[src/rtl/sleep_pkg.sv]
package sleep_pkg;
  typedef enum logic [2:0] {
    ST_RUN,
    ST_IDLE,
    ST_PDOWN,
    ST_HANDOFF,
    ST_RESET
  } pwr_state_e;
endpackage

[src/rtl/sleep_rst_sync.sv]
module sleep_rst_sync #(
  parameter int unsigned STAGES = 2
) (
  input  logic clk_i,
  input  logic rst_ni,
  input  logic async_i,
  output logic sync_o
);
  logic [STAGES-1:0] sync_q;

  generate
    if (STAGES == 1) begin : g_single
      always_ff @(posedge clk_i or negedge rst_ni)
        if (!rst_ni) sync_q <= '0;
        else         sync_q <= async_i;
    end else begin : g_chain
      always_ff @(posedge clk_i or negedge rst_ni)
        if (!rst_ni) sync_q <= '0;
        else         sync_q <= {sync_q[STAGES-2:0], async_i};
    end
  endgenerate

  assign sync_o = sync_q[STAGES-1];
endmodule

[src/rtl/sleep_win_cnt.sv]
module sleep_win_cnt #(
  parameter int unsigned WIN_CYCLES = 24,
  localparam int unsigned CNT_W = $clog2(WIN_CYCLES > 1 ? WIN_CYCLES : 2)
) (
  input  logic clk_i,
  input  logic rst_ni,
  input  logic load_i,
  input  logic dec_i,
  output logic zero_o
);
  localparam logic [CNT_W-1:0] LOAD_VAL = CNT_W'(WIN_CYCLES - 1);

  logic [CNT_W-1:0] cnt_q;

  always_ff @(posedge clk_i or negedge rst_ni)
    if (!rst_ni)                     cnt_q <= '0;
    else if (load_i)                 cnt_q <= LOAD_VAL;
    else if (dec_i && cnt_q != '0)   cnt_q <= cnt_q - 1'b1;

  assign zero_o = (cnt_q == '0);
endmodule

[src/rtl/sleep_fsm.sv]
module sleep_fsm
  import sleep_pkg::*;
(
  input  logic       clk_i,
  input  logic       rst_ni,
  input  logic       idle_req_i,
  input  logic       pd_req_i,
  input  logic       irq_pending_i,
  input  logic       rst_sync_i,
  input  logic       win_zero_i,
  output pwr_state_e state_o,
  output logic       win_load_o,
  output logic       mode_clr_o
);
  pwr_state_e state_q, state_d;
  logic       clr_q, clr_d;

  always_comb begin
    state_d    = state_q;
    clr_d      = 1'b0;
    win_load_o = 1'b0;
    unique case (state_q)
      ST_RUN: begin
        if (rst_sync_i)      state_d = ST_RESET;
        else if (clr_q)      state_d = ST_RUN;   // request bits still being cleared
        else if (pd_req_i)   state_d = ST_PDOWN; // power-down wins
        else if (idle_req_i) state_d = ST_IDLE;
      end
      ST_IDLE: begin
        if (rst_sync_i) begin
          state_d    = ST_HANDOFF;
          win_load_o = 1'b1;
        end else if (irq_pending_i) begin
          state_d = ST_RUN;
          clr_d   = 1'b1;
        end
      end
      ST_PDOWN: begin
        if (rst_sync_i) state_d = ST_RESET;
      end
      ST_HANDOFF: begin
        if (win_zero_i) state_d = ST_RESET;
      end
      ST_RESET: begin
        if (!rst_sync_i) state_d = ST_RUN;
      end
      default: state_d = ST_RESET;
    endcase
  end

  always_ff @(posedge clk_i or negedge rst_ni)
    if (!rst_ni) begin
      state_q <= ST_RESET;
      clr_q   <= 1'b0;
    end else begin
      state_q <= state_d;
      clr_q   <= clr_d;
    end

  assign state_o    = state_q;
  assign mode_clr_o = clr_q;
endmodule

[src/rtl/sleep_pwr_ctrl.sv]
module sleep_pwr_ctrl
  import sleep_pkg::*;
#(
  parameter int unsigned SYNC_STAGES = 2,
  parameter int unsigned CLKS_PER_MC = 12,
  parameter int unsigned HANDOFF_MC  = 2
) (
  input  logic clk_i,
  input  logic rst_ni,
  input  logic idle_req_i,
  input  logic pd_req_i,
  input  logic irq_pending_i,
  input  logic hw_rst_i,
  output logic cpu_clk_en_o,
  output logic per_clk_en_o,
  output logic osc_en_o,
  output logic sfr_rst_o,
  output logic ram_inhibit_o,
  output logic mode_clr_o
);
  localparam int unsigned WIN_CYCLES = CLKS_PER_MC * HANDOFF_MC;

  logic       rst_sync;
  logic       win_load;
  logic       win_zero;
  pwr_state_e state;

  sleep_rst_sync #(.STAGES(SYNC_STAGES)) u_sync (
    .clk_i   (clk_i),
    .rst_ni  (rst_ni),
    .async_i (hw_rst_i),
    .sync_o  (rst_sync)
  );

  sleep_win_cnt #(.WIN_CYCLES(WIN_CYCLES)) u_win (
    .clk_i  (clk_i),
    .rst_ni (rst_ni),
    .load_i (win_load),
    .dec_i  (state == ST_HANDOFF),
    .zero_o (win_zero)
  );

  sleep_fsm u_fsm (
    .clk_i         (clk_i),
    .rst_ni        (rst_ni),
    .idle_req_i    (idle_req_i),
    .pd_req_i      (pd_req_i),
    .irq_pending_i (irq_pending_i),
    .rst_sync_i    (rst_sync),
    .win_zero_i    (win_zero),
    .state_o       (state),
    .win_load_o    (win_load),
    .mode_clr_o    (mode_clr_o)
  );

  // in power-down the clock is stopped, so the pin must act directly
  assign osc_en_o      = (state != ST_PDOWN) | hw_rst_i;
  assign sfr_rst_o     = (state == ST_RESET) | ((state == ST_PDOWN) & hw_rst_i);
  assign per_clk_en_o  = (state != ST_PDOWN);
  assign cpu_clk_en_o  = (state == ST_RUN) | (state == ST_HANDOFF) | (state == ST_RESET);
  assign ram_inhibit_o = (state == ST_HANDOFF);
endmodule

[config.mk]
export PLATFORM = sky130hd
export DESIGN_NAME = sleep_pwr_ctrl
export DESIGN_NICKNAME = d
export VERILOG_FILES = /design/src/rtl/sleep_pkg.sv /design/src/rtl/sleep_rst_sync.sv /design/src/rtl/sleep_win_cnt.sv /design/src/rtl/sleep_fsm.sv /design/src/rtl/sleep_pwr_ctrl.sv
export SDC_FILE = /design/constraint.sdc
export NUM_CORES = 1
export LEC_CHECK = 0
export ABC_AREA = 0
export CAP_MARGIN = 25
export CORE_ASPECT_RATIO = 0.7
export CORE_MARGIN = 4
export CORE_UTILIZATION = 30
export CTS_BUF_LIST = sky130_fd_sc_hd__clkbuf_4
export DETAILED_ROUTE_END_ITERATION = 10
export DONT_BUFFER_PORTS = 1
export GPL_TIMING_DRIVEN = 0
export PLACE_DENSITY = 0.45
export SYNTH_ARGS = -nofsm -noshare
export SYNTH_HDL_FRONTEND = slang
export SYNTH_SLANG_ARGS = --single-unit
[constraint.sdc]
create_clock -name clk_i -period 2.76 [get_ports clk_i]
set_clock_uncertainty 0.1 [all_clocks]
set_input_delay 0.552 -clock clk_i [delete_from_list [all_inputs] [get_ports clk_i]]
set_output_delay 0.552 -clock clk_i [all_outputs]
set_load 0.02 [all_outputs]
# ---- Word level (Yosys, flattened, before mapping)
# Index checks and enable logic that the tools add are counted.
# Widths: inputs -> output; s select.
dict set report word_totals {
  in_bits 6
  reg_bits 11
  elab_cells 43
  output_inout_bits 6
}
dict set report classes {
  bitwise 5
  muxes 17
  n_reduce_logical 6
  eq_ne 10
  addsub 1
}
# op count
set op_table {}
lappend op_table {{$mux 3} 9}
lappend op_table {{$pmux 3 s5} 1}
lappend op_table {{$mux 5} 2}
lappend op_table {{$eq 3x2->1 const B} 2}
lappend op_table {{$logic_not 5->1} 1}
lappend op_table {{$mux 1} 5}
lappend op_table {{$ne 5x3->1 const B} 1}
lappend op_table {{$reduce_and 5->1} 1}
lappend op_table {{$reduce_bool 5->1} 1}
lappend op_table {{$sub 5x1->5 const B} 1}
lappend op_table {{$ne 2x1->1 const B} 2}
lappend op_table {{$or 1x1->1} 4}
lappend op_table {{$eq 3x1->1 const B} 1}
lappend op_table {{$eq 3x3->1 const B} 1}
lappend op_table {{$logic_not 3->1} 1}
lappend op_table {{$ne 3x2->1 const B} 1}
lappend op_table {{$ne 3x3->1 const B} 1}
lappend op_table {{$ne 2x2->1 const B} 1}
lappend op_table {{$reduce_bool 2->1} 1}
lappend op_table {{$and 1x1->1} 1}
lappend op_table {{$logic_and 1x1->1} 1}

# ---- Depth between registers and ports, before layout
dict set report depth {
  ltp_word 5
  depth_mapped 6
}

# ---- Hierarchy
# From an unflattened synthesis, not the netlist that was laid out.
dict set report unflattened {
  cells_unflattened 53
  area_unflattened_um2 585.6
}
# module n_inst cells_each area_each_um2 seq_area_each_um2
set modules_own_cells {}
lappend modules_own_cells {sleep_win_cnt 1 25 281.5 125.1}
lappend modules_own_cells {sleep_fsm 1 19 202.7 101.3}
lappend modules_own_cells {sleep_pwr_ctrl 1 7 51.3 0.0}
lappend modules_own_cells {sleep_rst_sync 1 2 50.0 50.0}

# ---- Worst setup path before layout
# Ideal clock, no wire load.
dict set report synth_timing {
  path_type {flip-flop to output port}
  startpoint {register u_fsm.state_q[0], in the netlist u_fsm.state_o[0]}
  endpoint {output port osc_en_o}
  path_buffers 1
  stages_incl_launch_ff 4
  slack_ps 711
  t_required_ps 2108
  t_arrival_ps 1397
  path_cell_list {dfrtp_1 > buf_2 > or3b_2 > or2_1}
}
dict set report synth_between {
  elab_chain_len 2
}
# item line_no
set synth_rtl {}
lappend synth_rtl {{from (decl)} sleep_fsm.sv:15} ;# pwr_state_e state_q, state_d;
lappend synth_rtl {{from (signal assigned)} sleep_fsm.sv:56} ;# state_q <= state_d;
lappend synth_rtl {{$ne 3x2->1} n/a}
lappend synth_rtl {{via per_clk_en_o} sleep_pwr_ctrl.sv:15} ;# output logic per_clk_en_o,
lappend synth_rtl {{$or 1x1->1} sleep_pwr_ctrl.sv:57} ;# assign osc_en_o = (state != ST_PDOWN) | hw_rst_i;
lappend synth_rtl {{to (decl)} sleep_pwr_ctrl.sv:16} ;# output logic osc_en_o,
# The timed path passes the listed nets, and every way through them passes these cells.

# ---- Final worst setup path
# Same ends and word-level chain as after synthesis.

==> metrics.md <==
| Metric | Value |
|---|---|
| Status | complete, no violations |
| Core ar. | 0.00187 mm² |
| Fin nets | 73 |
| Synth-to-Final Area Change | 13.1% |
| Primary FF master, synth | dfrtp_1 |
| Final worst-path cycle share | 0.867 |
| Largest net degree at the start of global routing | 11 |
| Die Wd | 61.1 µm |
| Arrival time of the worst setup path | 1.74 ns |
| Final GP Congestion | 0.697 |
| Congestion Overflow GR | 0 |
| Yosys warnings | 0 |
| Antenna diode count | 0 |
| Row cnt | 13 |
| Most common cell after layout, fill and taps aside | dfrtp_1 |
| Initial antenna violation count | 0 |
| Residual DRC count | 0 |
| Post-synth top area share | 0.423 |
| Final hold violations | 0 |
| RSZ-0062 raised after global routing | no |
| Yosys cell types | 31 |
| Fmax | 418 MHz |
| Critical path startpoint category | flip-flop |
| Leakage | 0.307 nW |
| Register share of total power | 0.464 |
| Synth top area cells | dfrtp_1 (42%), dfstp_2 (4.4%), nand3b_1 (3.8%) |
| Logic gate share of total power | 0.319 |
| Vias in the first global route | 409 |
| Root Driver | clkbuf_4 |
| Critical Path RT | 2.11 ns |
| First-pass GRT wire length | 2030 µm |
| Max clock buf depth | 2 |
| Headroom to the max-slew limit | 0.523 |
| Cell area after layout | 669 µm² |
| Detail Placement HPWL | 925 µm |
| Internal power | 0.000344 W |
| Post-DP Area | 619 µm² |
| DRT Pass-1 Iters | 4 |
| #FFs+latches synth | 11 |
| Worst-Skew Late Latency | 0.27 ns |
| Slew @ Worst Pin | 0.707 ns |
| Max-slew violations | 0 |
| Setup violators final | 0 |
| Post-synth EDFFs | 0 |
| Die area | 0.00276 mm² |
| Clock sinks | 11 |
| Avg WL per Cell | 14.3 µm |
| Proportion of layout cells with a drive suffix above 1 | 0.185 |
| H-Tree Depth | 1 |
| Worst Setup End Kind | output port |
| Area leader, netlist | dfrtp_1 |
| Most frequent cells in the layout | dfrtp_1 (10), nand2_1 (5), inv_1 (4), clkbuf_4 (4) |
| P_sw | 0.000203 W |
| # port buffers | 0 |
| Mapped Area | 592 µm² |
| Initial Util | 0.316 |
| Critical path class | reg -> out |
| Mean post-synth cell area | 10.0 µm² |
| Cts bufs inserted | 3 |
| Aggregate global-route resource usage | 0.109 |
| Peak supply drop | 0.400 mV |
| CTS tree | done |
| DR vias | 417 |
| Async set-reset flop share out of synthesis | 1.00 |
| Sum Neg Setup Slack | 0 ns |
| Vias per cell | 4.79 |
| Chip Height | 45.2 µm |
| Post-layout minimum cycle time | 2.39 ns |
| Final WL | 1250 µm |
| Clock power frac | 0.217 |
| Cells after DPL | 81 |
| Pwr/cell area | 818 mW/mm² |
| Max FO, Critical Path | 10 |
| Switching share of power | 0.372 |
| Post-synthesis sequential area ratio | 0.467 |
| Final Non-Filler Cells | 87 |
| Synth Net Count | 66 |
| Maxcap violations | 0 |
| Class of the worst hold path | in -> reg |
| Top Ports | 12 |
| Cells after Synth | 59 |
| Post-route ant nets | 0 |
| Starting DRT DRC Count | 10 |
| Clock-pin slew on the worst setup and hold paths | 0.07 ns |
==> through the flow <==
step / util / hold WS (ns) / setup WS [ns] / total power [W]
floorplan: - / 0.156 / 0.711 / 0.000389
global placement: 0.331 / 0.157 / 0.654 / 0.000423
detailed placement: 0.331 / 0.157 / 0.656 / 0.000425
CTS: 0.353 / 0.00829 / 0.357 / 0.000551
global route: 0.358 / 0.192 / 0.294 / 0.000592
finish: 0.358 / 0.214 / 0.366 / 0.000547
==> cells by family after synthesis <==
kind of cell,synth area share
compound gates,0.171
flops,0.467
fa+ha+maj,0.0211
xor+xnor,0.0444
simple gates,0.254
buf+inv,0.0423
==> critical path, cell delays in order (launching register included) <==
cell     delay (ns)
dfrtp_1        0.40
buf_2          0.18
or3b_2         0.56
or2_1          0.33
==> synth_stat cells (2+ instances only) <==
library cell and instances:
dfrtp_1 10, nand2_1 5, inv_1 4, nand3b_1 3
nor2_1 3, a21oi_1 2, a22o_1 2, buf_2 2
nand3_1 2, nor3_1 2, o211ai_1 2, o21ai_0 2
xnor2_1 2
==> per-layer routing <==
layer / wire (µm) / vias up / share of wire / track usage
li1: - / 219 / - / -
met1: 677 / 184 / 0.54 / 0.143
met2: 433 / 12 / 0.35 / 0.135
met3: 124 / 2 / 0.099 / 0.0771
met4: 13 / 0 / 0.010 / 0.0390
met5: 0 / - / 0 / 0
==> power by group through the flow <==
| stage | sequential (W) | combinational, W | clock, W |
|---|---|---|---|
| after floorplan | 0.000244 | 0.000145 | 0 |
| after global placement | 0.000256 | 0.000167 | 0 |
| after detailed placement | 0.000256 | 0.000169 | 0 |
| after CTS | 0.000253 | 0.000175 | 0.000123 |
| after global routing | 0.000261 | 0.000199 | 0.000132 |
| final | 0.000254 | 0.000175 | 0.000119 |
==> layout make-up <==
type                       count  area, µm²
buffer                         2       10.0
clock buffer                   4       30.0
fill                         190       1200
inverter                       4       15.0
multi-input combinational     42        290
sequential                    11        277
tap                           22       27.5
timing repair buffer           2       20.0
==> state kept, by name (all words and copies together), names as in the netlist <==
name              flops
u_win.cnt_q           5
u_fsm.state_o         3
u_sync.sync_q         2
u_fsm.mode_clr_o      1
==> worst paths after layout <==
path                                              start                            to  slack (ns)  depth (start not counted)
min reg2reg                  u_sync.sync_q[0]$_DFF_PN0_    u_sync.sync_q[1]$_DFF_PN0_        0.25                          0
max in group asynchronous                        rst_ni    u_win.cnt_q[3]$_DFFE_PN0P_        1.65                          1
min in group asynchronous                        rst_ni  u_fsm.state_o[2]$_DFFE_PN1P_        0.57                          1
max reg2reg                  u_win.cnt_q[0]$_DFFE_PN0P_  u_fsm.state_o[1]$_DFFE_PN0P_        0.88                          6
min                                            hw_rst_i    u_sync.sync_q[0]$_DFF_PN0_        0.21                          0
max                        u_fsm.state_o[0]$_DFFE_PN0P_                      osc_en_o        0.37                          3
==> what timing repair did <==
item | CTS | global route
endpoints found under the hold margin | 10 | 1
hold buffers | 1 | 1
gates resized for setup | 0 | 0
buffers inserted | 0 | 0
(Power assumes the default switching activity.)
